==> config.mk <==
export PLATFORM = sky130hd
export DESIGN_NAME = cmp_wave_unit
export DESIGN_NICKNAME = d
export VERILOG_FILES = /design/src/rtl/cwu_pkg.sv /design/src/rtl/cwu_mode_dec.sv /design/src/rtl/cwu_counter.sv /design/src/rtl/cwu_channel.sv /design/src/rtl/cmp_wave_unit.sv
export SDC_FILE = /design/constraint.sdc
export NUM_CORES = 1
export LEC_CHECK = 0
export BUFFER_PORTS_ARGS = -buffer_cell sky130_fd_sc_hd__buf_2
export CAP_MARGIN = 20
export CORE_MARGIN = 4
export CORE_UTILIZATION = 45
export CTS_CLUSTER_DIAMETER = 30
export DETAILED_ROUTE_END_ITERATION = 12
export MAX_ROUTING_LAYER = met4
export PLACE_DENSITY = 0.7
export RECOVER_POWER = 25
export SYNTH_ARGS = -nofsm -noshare
export SYNTH_HDL_FRONTEND = slang
export SYNTH_SLANG_ARGS = --single-unit
==> constraint.sdc <==
create_clock -name clk -period 3.3 [get_ports clk]
set_clock_uncertainty 0.1 [all_clocks]
set_input_delay 0.33 -clock clk [delete_from_list [all_inputs] [get_ports clk]]
set_output_delay 0.33 -clock clk [all_outputs]
set_load 0.05 [all_outputs]
==> src/rtl/cwu_pkg.sv <==
package cwu_pkg;
    timeunit 1ns;
    timeprecision 1ps;

    typedef enum logic [1:0] {
        FAM_FREE = 2'd0,
        FAM_CTC  = 2'd1,
        FAM_FAST = 2'd2
    } fam_e;

    localparam logic [1:0] ACT_OFF = 2'b00;
    localparam logic [1:0] ACT_TGL = 2'b01;
    localparam logic [1:0] ACT_CLR = 2'b10;
    localparam logic [1:0] ACT_SET = 2'b11;

    typedef struct packed {
        logic [1:0] code_a;
        logic [1:0] code_b;
        logic [1:0] mode_lo;
    } cfg_t;
endpackage

==> src/rtl/cwu_mode_dec.sv <==
module cwu_mode_dec
    import cwu_pkg::*;
#(
    parameter int W = 16
) (
    input  logic [3:0]   sel,
    input  logic [W-1:0] top_in,
    output fam_e         fam,
    output logic [W-1:0] top,
    output logic         alt_tgl
);
    timeunit 1ns;
    timeprecision 1ps;

    localparam logic [W-1:0] TOP_8  = W'(32'h0000_00FF);
    localparam logic [W-1:0] TOP_9  = W'(32'h0000_01FF);
    localparam logic [W-1:0] TOP_10 = W'(32'h0000_03FF);

    always_comb begin
        fam = FAM_FREE;
        top = '1;
        unique case (sel)
            4'd4, 4'd12: begin fam = FAM_CTC;  top = top_in; end
            4'd5:        begin fam = FAM_FAST; top = TOP_8;  end
            4'd6:        begin fam = FAM_FAST; top = TOP_9;  end
            4'd7:        begin fam = FAM_FAST; top = TOP_10; end
            4'd14, 4'd15: begin fam = FAM_FAST; top = top_in; end
            default:     begin fam = FAM_FREE; top = '1;     end
        endcase
        alt_tgl = (sel == 4'd14) || (sel == 4'd15);
    end
endmodule

==> src/rtl/cwu_counter.sv <==
module cwu_counter
    import cwu_pkg::*;
#(
    parameter int W   = 16,
    parameter int NCH = 2
) (
    input  logic                    clk,
    input  logic                    rst_n,
    input  logic                    cnt_en,
    input  fam_e                    fam,
    input  logic [W-1:0]            top,
    input  logic [NCH-1:0][W-1:0]   cmp_in,
    output logic [W-1:0]            cnt,
    output logic                    wrap,
    output logic [NCH-1:0][W-1:0]   cmp_eff
);
    timeunit 1ns;
    timeprecision 1ps;

    typedef struct packed {
        logic [W-1:0]          cnt;
        logic [NCH-1:0][W-1:0] hold;
    } cst_t;

    cst_t st_d, st_q;
    logic at_top;

    always_comb begin
        at_top = (fam != FAM_FREE) && (st_q.cnt >= top);
        st_d   = st_q;
        if (cnt_en) begin
            st_d.cnt = at_top ? '0 : st_q.cnt + 1'b1;
        end
        for (int i = 0; i < NCH; i++) begin
            if (fam != FAM_FAST) begin
                st_d.hold[i] = cmp_in[i];
            end else if (cnt_en && at_top) begin
                st_d.hold[i] = cmp_in[i];
            end
            cmp_eff[i] = (fam == FAM_FAST) ? st_q.hold[i] : cmp_in[i];
        end
        cnt  = st_q.cnt;
        wrap = at_top;
    end

    always_ff @(posedge clk or negedge rst_n) begin
        if (!rst_n) st_q <= '0;
        else        st_q <= st_d;
    end

    AST_WRAP_TO_BOTTOM: assert property (@(posedge clk) disable iff (!rst_n)
        (cnt_en && wrap) |=> (cnt == '0));
    AST_COUNT_FREEZE: assert property (@(posedge clk) disable iff (!rst_n)
        (!cnt_en) |=> $stable(cnt));
    AST_HOLD_STEADY: assert property (@(posedge clk) disable iff (!rst_n)
        ((fam == FAM_FAST) && !(cnt_en && wrap)) |=> $stable(st_q.hold));
endmodule

==> src/rtl/cwu_channel.sv <==
module cwu_channel
    import cwu_pkg::*;
#(
    parameter int W      = 16,
    parameter bit ALT_OK = 1'b0
) (
    input  logic         clk,
    input  logic         rst_n,
    input  logic         cnt_en,
    input  fam_e         fam,
    input  logic [1:0]   code,
    input  logic         alt_tgl,
    input  logic [W-1:0] cnt,
    input  logic         wrap,
    input  logic [W-1:0] cmp,
    input  logic [W-1:0] top,
    output logic         oc,
    output logic         ovr
);
    timeunit 1ns;
    timeprecision 1ps;

    typedef struct packed {
        logic oc;
    } chs_t;

    chs_t st_d, st_q;
    logic hit, fast, alt;

    always_comb begin
        hit  = (cnt == cmp);
        fast = (fam == FAM_FAST);
        alt  = ALT_OK && alt_tgl;
        ovr  = (code != ACT_OFF) && (!fast || code[1] || alt);
        st_d = st_q;
        if (cnt_en) begin
            if (!fast) begin
                if (hit) begin
                    unique case (code)
                        ACT_TGL: st_d.oc = ~st_q.oc;
                        ACT_CLR: st_d.oc = 1'b0;
                        ACT_SET: st_d.oc = 1'b1;
                        default: st_d.oc = st_q.oc;
                    endcase
                end
            end else if (code[1]) begin
                if (wrap)                    st_d.oc = (code == ACT_CLR);
                else if (hit && (cmp != top)) st_d.oc = (code == ACT_SET);
            end else if ((code == ACT_TGL) && alt && hit) begin
                st_d.oc = ~st_q.oc;
            end
        end
        oc = st_q.oc;
    end

    always_ff @(posedge clk or negedge rst_n) begin
        if (!rst_n) st_q <= '0;
        else        st_q <= st_d;
    end

    AST_PLAIN_CLEAR: assert property (@(posedge clk) disable iff (!rst_n)
        (cnt_en && !fast && (code == ACT_CLR) && hit) |=> !oc);
    AST_PLAIN_SET: assert property (@(posedge clk) disable iff (!rst_n)
        (cnt_en && !fast && (code == ACT_SET) && hit) |=> oc);
    AST_BOTTOM_LEVEL: assert property (@(posedge clk) disable iff (!rst_n)
        (cnt_en && fast && code[1] && wrap) |=> (oc == ($past(code) == ACT_CLR)));
    AST_TOP_MATCH_IGNORED: assert property (@(posedge clk) disable iff (!rst_n)
        (cnt_en && fast && code[1] && (cmp == top) && !wrap) |=> $stable(oc));
    AST_PWM_DISCONNECT_HOLD: assert property (@(posedge clk) disable iff (!rst_n)
        (fast && (code == ACT_TGL) && !alt) |=> $stable(oc));
endmodule

==> src/rtl/cmp_wave_unit.sv <==
module cmp_wave_unit
    import cwu_pkg::*;
#(
    parameter int W = 16
) (
    input  logic         clk,
    input  logic         rst_n,
    input  logic         cfg_we,
    input  logic [7:0]   cfg_wdata,
    output logic [7:0]   cfg_rdata,
    input  logic [1:0]   mode_hi,
    input  logic [W-1:0] top_in,
    input  logic [W-1:0] cmp_a_in,
    input  logic [W-1:0] cmp_b_in,
    input  logic         cnt_en,
    input  logic         dir_a,
    input  logic         dir_b,
    output logic [W-1:0] cnt_o,
    output logic         pin_a_o,
    output logic         pin_a_oe,
    output logic         ovr_a,
    output logic         pin_b_o,
    output logic         pin_b_oe,
    output logic         ovr_b
);
    timeunit 1ns;
    timeprecision 1ps;

    localparam int NCH = 2;

    cfg_t cfg_d, cfg_q;
    logic unused_rsvd;

    always_comb begin
        cfg_d = cfg_q;
        if (cfg_we) begin
            cfg_d.code_a  = cfg_wdata[7:6];
            cfg_d.code_b  = cfg_wdata[5:4];
            cfg_d.mode_lo = cfg_wdata[1:0];
        end
    end

    always_ff @(posedge clk or negedge rst_n) begin
        if (!rst_n) cfg_q <= '0;
        else        cfg_q <= cfg_d;
    end

    assign unused_rsvd = ^cfg_wdata[3:2];
    assign cfg_rdata   = {cfg_q.code_a, cfg_q.code_b, 2'b00, cfg_q.mode_lo};

    fam_e                  fam;
    logic [W-1:0]          top;
    logic                  alt_tgl;
    logic [W-1:0]          cnt;
    logic                  wrap;
    logic [NCH-1:0][W-1:0] cmp_in_arr, cmp_eff;
    logic [NCH-1:0][1:0]   code_arr;
    logic [NCH-1:0]        oc, ovr, dir, pin_oe, pin_v;

    assign cmp_in_arr = {cmp_b_in, cmp_a_in};
    assign code_arr   = {cfg_q.code_b, cfg_q.code_a};
    assign dir        = {dir_b, dir_a};

    cwu_mode_dec #(.W(W)) u_dec (
        .sel     ({mode_hi, cfg_q.mode_lo}),
        .top_in  (top_in),
        .fam     (fam),
        .top     (top),
        .alt_tgl (alt_tgl)
    );

    cwu_counter #(.W(W), .NCH(NCH)) u_cnt (
        .clk     (clk),
        .rst_n   (rst_n),
        .cnt_en  (cnt_en),
        .fam     (fam),
        .top     (top),
        .cmp_in  (cmp_in_arr),
        .cnt     (cnt),
        .wrap    (wrap),
        .cmp_eff (cmp_eff)
    );

    for (genvar g = 0; g < NCH; g++) begin : g_ch
        cwu_channel #(.W(W), .ALT_OK(g == 0)) u_ch (
            .clk     (clk),
            .rst_n   (rst_n),
            .cnt_en  (cnt_en),
            .fam     (fam),
            .code    (code_arr[g]),
            .alt_tgl (alt_tgl),
            .cnt     (cnt),
            .wrap    (wrap),
            .cmp     (cmp_eff[g]),
            .top     (top),
            .oc      (oc[g]),
            .ovr     (ovr[g])
        );
        assign pin_oe[g] = ovr[g] & dir[g];
        assign pin_v[g]  = pin_oe[g] & oc[g];
    end

    assign cnt_o    = cnt;
    assign pin_a_o  = pin_v[0];
    assign pin_a_oe = pin_oe[0];
    assign ovr_a    = ovr[0];
    assign pin_b_o  = pin_v[1];
    assign pin_b_oe = pin_oe[1];
    assign ovr_b    = ovr[1];

    AST_CFG_READBACK: assert property (@(posedge clk) disable iff (!rst_n)
        cfg_we |=> (cfg_rdata == {$past(cfg_wdata[7:4]), 2'b00, $past(cfg_wdata[1:0])}));
endmodule

==> results of run 1 <==
[area by class of cell]
cell class	instances	area (sq um)	area share, %
clock buffer	5	68.8	1.13
clock inverter	2	12.5	0.205
inverter	21	78.8	1.29
multi-input combinational	405	3260	53.4
sequential	56	1400	23.0
tap	136	170	2.78
timing repair buffer	164	1120	18.3
[through the flow]
stage          std cells  hold slack (ps)  total power, uW  util, %  setup slack (ps)
6_report             789              138             2740     59.5              -104
5_1_grt              789              142             2900     59.5              -222
4_1_cts              779              125             2650     56.3             -4.23
3_5_place_dp         765              234             2240     54.6              -118
3_3_place_gp         765              228             2200     54.6             -66.2
2_1_floorplan        527            -65.6             1850        -              2.12
[layer usage]
metal | vias to the layer above | wire length (microns) | global-route usage [%] | part of all wire [%]
met1 | 2217 | 6460 | 29.7 | 43
met3 | 26 | 847 | 3.84 | 5.7
met4 | 0 | 396 | 7.47 | 2.6
met5 | - | 0 | - | 0
li1 | 2141 | - | - | -
met2 | 168 | 7290 | 38.6 | 49
[power groups by stage]
stage	clock network, uW	logic, uW	registers (uW)
after floorplan	0	915	934
after global placement	0	1290	914
after detailed placement	0	1320	916
after CTS	393	1350	903
after global routing	414	1550	930
final	381	1450	914
[logic make-up after synthesis]
family,count (synthesis)
other,1
AOI/OAI and AO/OA,113
xor gates and xnor gates,53
and+or+nand+nor,156
DFF,56
adders and majority gates,17
muxes,64
buffers and inverters,66
[what timing repair did]
| item | CTS | global route |
|---|---|---|
| gates resized for setup | 7 | 49 |
| hold endpoints to repair | 21 | 0 |
| endpoints found under the setup margin | 34 | 38 |
| hold buffers | 1 | 0 |
| gates cloned | 0 | 3 |
| setup buffers | 6 | 7 |
| pin swaps | 3 | 15 |
[flip-flops by register name, indices dropped and copies added, names as in the netlist]
register and count:
cfg_rdata 6, g_ch.u_ch.oc 2, u_cnt.cnt 16, u_cnt.st_q 32
[critical path: cells and delay by family, from the launching register on]
kind            cells  cell delay, ps
simple gates        4             880
compound gates      2             600
buf+inv             3             510
flops               1             480
mux                 2             410
fa+ha+maj           1             300
[placed cells by master (no fill, tap or decap), types with 7 or more instances in the layout]
cell type	netlist	routed
a21oi_1	29	26
a31oi_1	16	16
and2_1	9	9
and3_1	15	15
buf_2	9	88
buf_4	19	66
dfrtp_1	56	54
ha_1	17	14
inv_1	19	19
mux2_4	0	32
mux2i_1	26	26
nand2_1	24	23
nand2b_1	8	8
nand3_1	17	16
nor2_1	21	20
nor2b_1	19	19
nor4_1	9	7
o211ai_1	21	21
o21ai_0	14	10
xnor2_1	43	43
xor2_1	10	10
[final timing paths]
check                                           start                         end  slack, ps  cells past startpoint
max in group asynchronous                       rst_n  u_cnt.st_q[10]$_DFFE_PN0P_       1290                      3
setup / recovery             cfg_rdata[0]$_DFFE_PN0P_  u_cnt.st_q[10]$_DFFE_PN0P_       -100                     12
min in group asynchronous                       rst_n    u_cnt.cnt[1]$_DFFE_PN0P_        690                      2
hold reg to reg            u_cnt.st_q[15]$_DFFE_PN0P_  u_cnt.st_q[15]$_DFFE_PN0P_        420                      1
setup reg to reg             cfg_rdata[0]$_DFFE_PN0P_  u_cnt.st_q[10]$_DFFE_PN0P_       -100                     12
hold / removal                           cfg_wdata[7]    cfg_rdata[7]$_DFFE_PN0P_        140                      2
==> impl_metrics.py, run 1 <==
metrics = {
    "timing": {
        "rsz0062_at_grt": "true",
        "tns_ps": -2540,
        "report.final.slew_viol_count": 0,
        "setup_violations": 33,
        "worst_slack_ps": -104,
        "worst_pin_slew_ps": 1250,
        "period_minus_slack_ps": 3400,
        "final-hold-violation-count": 0,
        "period_share_pct": 103,
        "fmaxAchievable_mhz": 294,
        "slew_headroom_pct": 16.4,
    },
    "yosys": {
        "synthSimpleGateAreaFrac_pct": 18.4,
        "synth_top_area_share_pct": 29.6,
        "synthAdderAreaFrac_pct": 4.49,
        "synth_edf_count": 0,
        "yosys_warnings": 0,
        "synth-compound-area-share_pct": 16.0,
        "avgSynthCellArea_sq_um": 9.01,
        "synth_common_cells": "dfrtp_1 (56), xnor2_1 (43), mux2_2 (35)",
        "ys_top_cells_by_area": "dfrtp_1 (30%), mux2_2 (8.3%), xnor2_1 (8.0%)",
        "synth-xor-area-share_pct": 9.80,
        "synth_top_family_by_area": "simple AND/OR/NAND/NOR gates",
        "synth_ff_type": "dfrtp_1",
        "synth-seq-area-share_pct": 29.6,
        "ys_types": 56,
        "yosys.area.top_type": "dfrtp_1",
        "synth.area.mux_share_pct": 14.5,
        "async_reset_ff_share_pct": 100,
        "ys_ff_latch": 56,
        "synth_area_sq_mm": 0.00474,
        "post-synth-top-count-cell": "dfrtp_1",
        "synthCells": 526,
    },
    "cts": {
        "cts_htree_levels": 2,
        "cts_tree": "built",
        "cts-buffers-inserted": 5,
        "cts_sinks": 56,
        "clk_path_buf_depth": 2,
        "clkSlewWorstSetupHoldPaths_ps": 100,
        "insertion_delay_ps": 320,
        "root_buffer": "clkbuf_8",
    },
    "floorplan": {
        "die_w_microns": 111,
        "die-area_sq_mm": 0.0122,
        "core_area_sq_mm": 0.0103,
        "fp-row-count": 37,
        "die-height_microns": 111,
        "ios": 94,
        "initial_utilization_pct": 46.1,
    },
    "place": {
        "port_buffers": 89,
        "dp_hpwl_microns": 11300,
        "placed_cell_area_sq_mm": 0.00561,
        "gp_congestion": 0.932,
    },
    "final_layout": {
        "area_growth_pct": 29.0,
        "layout-drive-gt1-share_pct": 37.2,
        "insertedDiodeCount": 0,
        "finalInstanceArea_sq_mm": 0.00611,
        "n_fill_cell": 875,
        "nets": 734,
    },
    "power": {
        "p_clk_share_pct": 13.9,
        "power_density_mw_per_mm2": 449,
        "internal-power_uw": 1530,
        "seq_power_share_pct": 33.3,
        "leakage_uw": 0.00291,
        "ir_worst_vdd_mv": 0.270,
        "power_switching_uw": 1210,
        "swShare_pct": 44.0,
        "pwr-share-comb_pct": 52.8,
    },
    "routing": {
        "drt_drc_violations_left": 0,
        "dr.first_iter.drc_count": 216,
        "wl_per_cell_microns": 19.0,
        "vias": 4552,
        "ant_nets": 0,
        "dr.pass1.iters": 5,
        "wirelength_microns": 15000,
        "via_per_inst": 5.77,
    },
    "worst_setup_path": {
        "start_kind": "register",
        "critPathCaptureType": "register",
        "crit_path_max_fanout": 8,
        "cp.arrival_ps": 3510,
        "crit_path_max_incr_delay_ps": 480,
        "path_class": "reg -> reg",
        "path_cells": "buf_12, mux2i_1, o211ai_1, inv_1, ha_4, nand4_1, a311oi_2, nor2_2, nor4_4, or2_4, clkbuf_16, mux2_4",
        "worstPathRequired_ps": 3400,
        "slowest_stage": "dfrtp_2",
    },
    "grt": {
        "grt_pass1_vias": 4376,
        "globalRouteTotalUtil_pct": 23.5,
        "grt_max_degree": 36,
        "gr-total-overflow": 0,
        "antenna_found_initial": 0,
        "grt_pass1_wl_microns": 22700,
    },
    "status": {
        "violations": "setup timing",
        "status": "complete, but fails checks",
    },
    "flow_run": {
        "maxCapViolCount": 0,
    },
    "worst_hold_path": {
        "hp-class": "in -> reg",
    },
}
(Power assumes the default switching activity.)
==> run 2: changes to the inputs <==
- MAX_ROUTING_LAYER: met4 -> unset
- SKIP_CTS_REPAIR_TIMING: unset -> 1
==> impl_metrics.py, run 2 (same netlist as run 1, synthesis figures left out) <==
metrics = {
    "grt": {
        "globalRouteTotalUtil_pct": 23.3,
        "gr-total-overflow": 0,
        "grt_pass1_vias": 4426,
        "grt_pass1_wl_microns": 23100,
        "antenna_found_initial": 0,
        "grt_max_degree": 44,
    },
    "cts": {
        "cts_sinks": 56,
        "cts_htree_levels": 2,
        "insertion_delay_ps": 320,
        "root_buffer": "clkbuf_8",
        "cts_tree": "built",
        "clk_path_buf_depth": 2,
        "clkSlewWorstSetupHoldPaths_ps": 100,
        "cts-buffers-inserted": 5,
    },
    "status": {
        "status": "complete, but fails checks",
        "violations": "capacitance limit, slew limit, setup timing",
    },
    "final_layout": {
        "top_register": "u_cnt.st_q",
        "layout-drive-gt1-share_pct": 38.8,
        "n_fill_cell": 906,
        "layout_common_cells": "buf_2 (88), buf_4 (66), dfrtp_1 (54), xnor2_1 (43), a21oi_1 (26)",
        "fin_cells": 790,
        "final_util_pct": 59.4,
        "area_growth_pct": 28.9,
        "nets": 734,
        "final_common_cell": "buf_2",
        "insertedDiodeCount": 0,
        "multi_input_area_sq_mm": 0.00328,
        "regArea_sq_mm": 0.00140,
        "largest_reg_flops": 32,
    },
    "timing": {
        "slew_headroom_pct": -8.30,
        "report.final.slew_viol_count": 30,
        "period_minus_slack_ps": 3370,
        "period_share_pct": 102,
        "rsz0062_at_grt": "true",
        "setup_violations": 32,
        "fmaxAchievable_mhz": 297,
        "holdWs_ps": 122,
        "worst_pin_slew_ps": 1620,
        "final-hold-violation-count": 0,
        "worst_slack_ps": -66.2,
    },
    "routing": {
        "vias": 4491,
        "dr.first_iter.drc_count": 284,
        "dr.pass1.iters": 4,
        "ant_nets": 0,
        "wl_per_cell_microns": 19.0,
        "wirelength_microns": 15000,
        "via_per_inst": 5.68,
        "drt_drc_violations_left": 0,
    },
    "worst_setup_path": {
        "worstPathRequired_ps": 3410,
        "critPathCaptureType": "register",
        "path_class": "reg -> reg",
        "start_kind": "register",
        "cp.arrival_ps": 3470,
        "crit_path_max_fanout": 16,
    },
    "floorplan": {
        "initial_utilization_pct": 46.1,
        "ios": 94,
        "die-height_microns": 111,
        "die_w_microns": 111,
        "core_area_sq_mm": 0.0103,
        "die-area_sq_mm": 0.0122,
        "fp-row-count": 37,
    },
    "place": {
        "dp_hpwl_microns": 11400,
        "port_buffers": 89,
        "dp.cells": 767,
        "gp_congestion": 0.942,
    },
    "power": {
        "pwr-share-comb_pct": 52.0,
        "internal-power_uw": 1550,
        "power_density_mw_per_mm2": 453,
        "ir_worst_vdd_mv": 0.298,
        "seq_power_share_pct": 33.2,
        "power_switching_uw": 1220,
        "swShare_pct": 44.1,
        "p_total_uw": 2760,
        "p_clk_share_pct": 14.8,
        "leakage_uw": 0.00281,
    },
    "flow_run": {
        "maxCapViolCount": 1,
    },
    "worst_hold_path": {
        "hp-class": "in -> reg",
    },
}
[run 2: cell types whose count changed in the layout (fill, tap and decap cells not counted), moves of 5 or more]
cell     before  now
mux2_2        5   20
mux2i_1      26   21
mux2i_2       0    5
mux2_4       32   18
[run 2: final cells by class]
type | instances | share of cell area, %
Multi-Input combinational cell | 405 | 53.7
Sequential cell | 56 | 23.0
Timing Repair Buffer | 164 | 17.7
Tap cell | 136 | 2.79
Clock buffer | 7 | 1.41
Inverter | 21 | 1.29
Clock inverter | 1 | 0.123
[run 2: path summary, 6_finish.rpt]
path | start | endpoint | slack [ps] | cells past startpoint
worst max-delay path | cfg_rdata[0]$_DFFE_PN0P_ | u_cnt.st_q[29]$_DFFE_PN0P_ | -70 | 12
worst min-delay path | cfg_wdata[1] | cfg_rdata[1]$_DFFE_PN0P_ | 120 | 3
worst max register to register | cfg_rdata[0]$_DFFE_PN0P_ | u_cnt.st_q[29]$_DFFE_PN0P_ | -70 | 12
worst min register to register | u_cnt.st_q[28]$_DFFE_PN0P_ | u_cnt.st_q[28]$_DFFE_PN0P_ | 420 | 1
max in group asynchronous | rst_n | cfg_rdata[0]$_DFFE_PN0P_ | 430 | 3
min in group asynchronous | rst_n | cfg_rdata[5]$_DFFE_PN0P_ | 550 | 2
[run 2: metal layers]
metal / up-vias / part of all wire [%] / GRT usage, % / wire, microns
met1: 2171 / 43 / 31.1 / 6490
met4: 0 / 1.7 / 6.57 / 256
li1: 2143 / - / - / -
met2: 152 / 50 / 39.2 / 7460
met3: 25 / 5.6 / 3.40 / 840
met5: - / 0 / 0 / 0
[run 2: stage by stage]
step	setup TNS (ps)	setup WS, ps	cell area, sq um
3_5_place_dp	-2640	-112	5630
6_report	-1390	-66.2	6110
4_1_cts	-2360	-98.4	5720
3_3_place_gp	-983	-52.8	5630
5_1_grt	-4210	-155	6110
2_1_floorplan	0	2.12	4800
[run 2: power by group through the flow]
stage                     clock network [uW]  logic (uW)  registers (uW)
after floorplan                            0         915             934
after global placement                     0        1290             915
after detailed placement                   0        1320             920
after CTS                                422        1330             907
after global routing                     447        1530             928
final                                    410        1440             918
[run 2: worst max-delay path, stage by stage, from the launching register on]
cell and delay (ps):
dfrtp_2 500, buf_12 160, mux2i_1 110, o211ai_1 320
inv_1 130, ha_4 290, nand4_1 90, a311oi_2 310
nor2_2 120, nor4_4 350, or2_4 250, buf_12 160
mux2_2 340
==> run 3: changes to the inputs <==
- CAP_MARGIN: 20 -> unset
- CORE_MARGIN: 4 -> 8
==> impl_metrics.py, run 3 (same netlist as run 1, synthesis figures left out) <==
metrics = {
    "grt": {
        "use_met2_pct": 36.1,
        "grtUsageMet3_pct": 4.28,
        "grt_max_degree": 32,
        "grtUsageMet1_pct": 25.6,
        "grt.busiest_layer": "met2",
        "antenna_found_initial": 0,
        "grt_pass1_wl_microns": 24000,
        "grt_pass1_vias": 4697,
        "gr-total-overflow": 0,
        "globalRouteTotalUtil_pct": 21.2,
    },
    "floorplan": {
        "die-area_sq_mm": 0.0141,
        "initial_utilization_pct": 46.1,
        "ios": 94,
        "fp-row-count": 37,
        "die-height_microns": 119,
        "die_w_microns": 119,
        "core_area_sq_mm": 0.0103,
    },
    "routing": {
        "ant_nets": 0,
        "dr.first_iter.drc_count": 326,
        "via_per_inst": 5.70,
        "drt_drc_violations_left": 0,
        "dr.pass1.iters": 5,
        "wl_per_cell_microns": 19.1,
        "wirelength_microns": 15100,
        "vias": 4506,
    },
    "timing": {
        "rsz0062_at_grt": "true",
        "tns_ps": -48.0,
        "worst_pin_slew_ps": 640,
        "setup_violations": 2,
        "holdWs_ps": 84.7,
        "final-hold-violation-count": 0,
        "slew_headroom_pct": 57.3,
        "worst_slack_ps": -41.7,
        "fmaxAchievable_mhz": 299,
        "period_minus_slack_ps": 3340,
        "report.final.slew_viol_count": 0,
        "period_share_pct": 101,
    },
    "cts": {
        "clk_path_buf_depth": 2,
        "cts_htree_levels": 2,
        "cts_sinks": 56,
        "cts_tree": "built",
        "insertion_delay_ps": 340,
        "cts-buffers-inserted": 5,
        "root_buffer": "clkbuf_8",
        "clkSlewWorstSetupHoldPaths_ps": 110,
    },
    "final_layout": {
        "largest_reg_flops": 32,
        "insertedDiodeCount": 0,
        "final_common_cell": "buf_2",
        "layout_common_cells": "buf_2 (89), buf_4 (68), dfrtp_1 (54), xnor2_1 (43), mux2_2 (34)",
        "layout-drive-gt1-share_pct": 37.3,
        "top_register": "u_cnt.st_q",
        "final_util_pct": 58.0,
        "nets": 734,
        "area_growth_pct": 25.8,
    },
    "worst_setup_path": {
        "crit_path_max_fanout": 7,
        "cp.arrival_ps": 3480,
        "path_class": "reg -> reg",
        "worstPathRequired_ps": 3440,
        "reg2reg_from": "cfg_rdata[1]$_DFFE_PN0P_",
        "startpoint": "cfg_rdata[1]$_DFFE_PN0P_",
        "critPathCaptureType": "register",
        "critPathCapture": "g_ch[0].u_ch.oc$_DFFE_PN0P_",
        "r2r_slack_ps": -40,
        "reg2reg_depth": 13,
        "start_kind": "register",
        "rr_endpoint": "g_ch[0].u_ch.oc$_DFFE_PN0P_",
    },
    "place": {
        "gp_congestion": 0.900,
        "port_buffers": 89,
        "dp_hpwl_microns": 11900,
    },
    "power": {
        "power_density_mw_per_mm2": 454,
        "p_total_uw": 2710,
        "leakage_uw": 0.00273,
        "ir_worst_vdd_mv": 0.288,
    },
    "flow_run": {
        "maxCapViolCount": 0,
    },
    "status": {
        "status": "complete, but fails checks",
        "violations": "setup timing",
    },
    "worst_hold_path": {
        "hp-class": "in -> reg",
    },
}
run 3: changes by cell type in the layout (fill, tap and decap cells not counted), moves of 3 or more:
cell,previous run,this run
mux2_2,20,34
mux2i_1,21,26
mux2i_2,5,0
mux2_1,0,3
mux2_4,18,1
nor4_1,5,8
clkbuf_1,3,0
run 3: how the worst min path moves through the flow:
| stage | startpoint | end | slack [ps] | depth (start not counted) |
|---|---|---|---|---|
| after floorplan | rst_n | cfg_rdata[0]$_DFFE_PN0P_ | -70 | 0 |
| after global placement | rst_n | u_cnt.st_q[9]$_DFFE_PN0P_ | 290 | 1 |
| after detailed placement | rst_n | u_cnt.st_q[9]$_DFFE_PN0P_ | 290 | 1 |
| after CTS | rst_n | u_cnt.st_q[9]$_DFFE_PN0P_ | -90 | 1 |
| after global routing | cfg_wdata[5] | cfg_rdata[5]$_DFFE_PN0P_ | 110 | 2 |
| final | cfg_wdata[1] | cfg_rdata[1]$_DFFE_PN0P_ | 80 | 3 |
run 3: cell type report:
| class | instances | area [sq um] |
|---|---|---|
| timing repair buffer | 164 | 1090 |
| sequential | 56 | 1400 |
| tap | 136 | 170 |
| multi-input combinational | 405 | 3130 |
| clock inverter | 3 | 22.5 |
| fill | 947 | 4320 |
| inverter | 21 | 78.8 |
| clock buffer | 5 | 68.8 |
run 3: per-stage QoR:
stage | instances | area (sq um) | worst slack [ps]
floorplan | 527 | 4800 | 2.12
global placement | 772 | 5680 | -58.9
detailed placement | 772 | 5680 | -146
CTS | 780 | 5770 | -137
global route | 790 | 5960 | -137
finish | 790 | 5960 | -41.7
run 3: layer usage:
metal / up-vias / wire, microns
met2: 143 / 7420
met1: 2195 / 6380
met3: 28 / 929
met4: 0 / 402
li1: 2140 / -
met5: - / 0
run 3: worst max-delay path: stages, from the launching register on:
cell      delay, ps
dfrtp_2         480
buf_12          160
buf_4           130
o211ai_1        270
inv_1           100
ha_1            340
a21oi_1         110
a311oi_2        300
nor2_2          100
buf_4           160
or4_4           510
o31ai_2          80
a41oi_1          70
mux2_1          330
run 3: where the power goes:
part / switching (uW) / internal, uW
Clock: 258 / 153
Combinational: 827 / 561
Sequential: 122 / 788
Total: 1210 / 1500
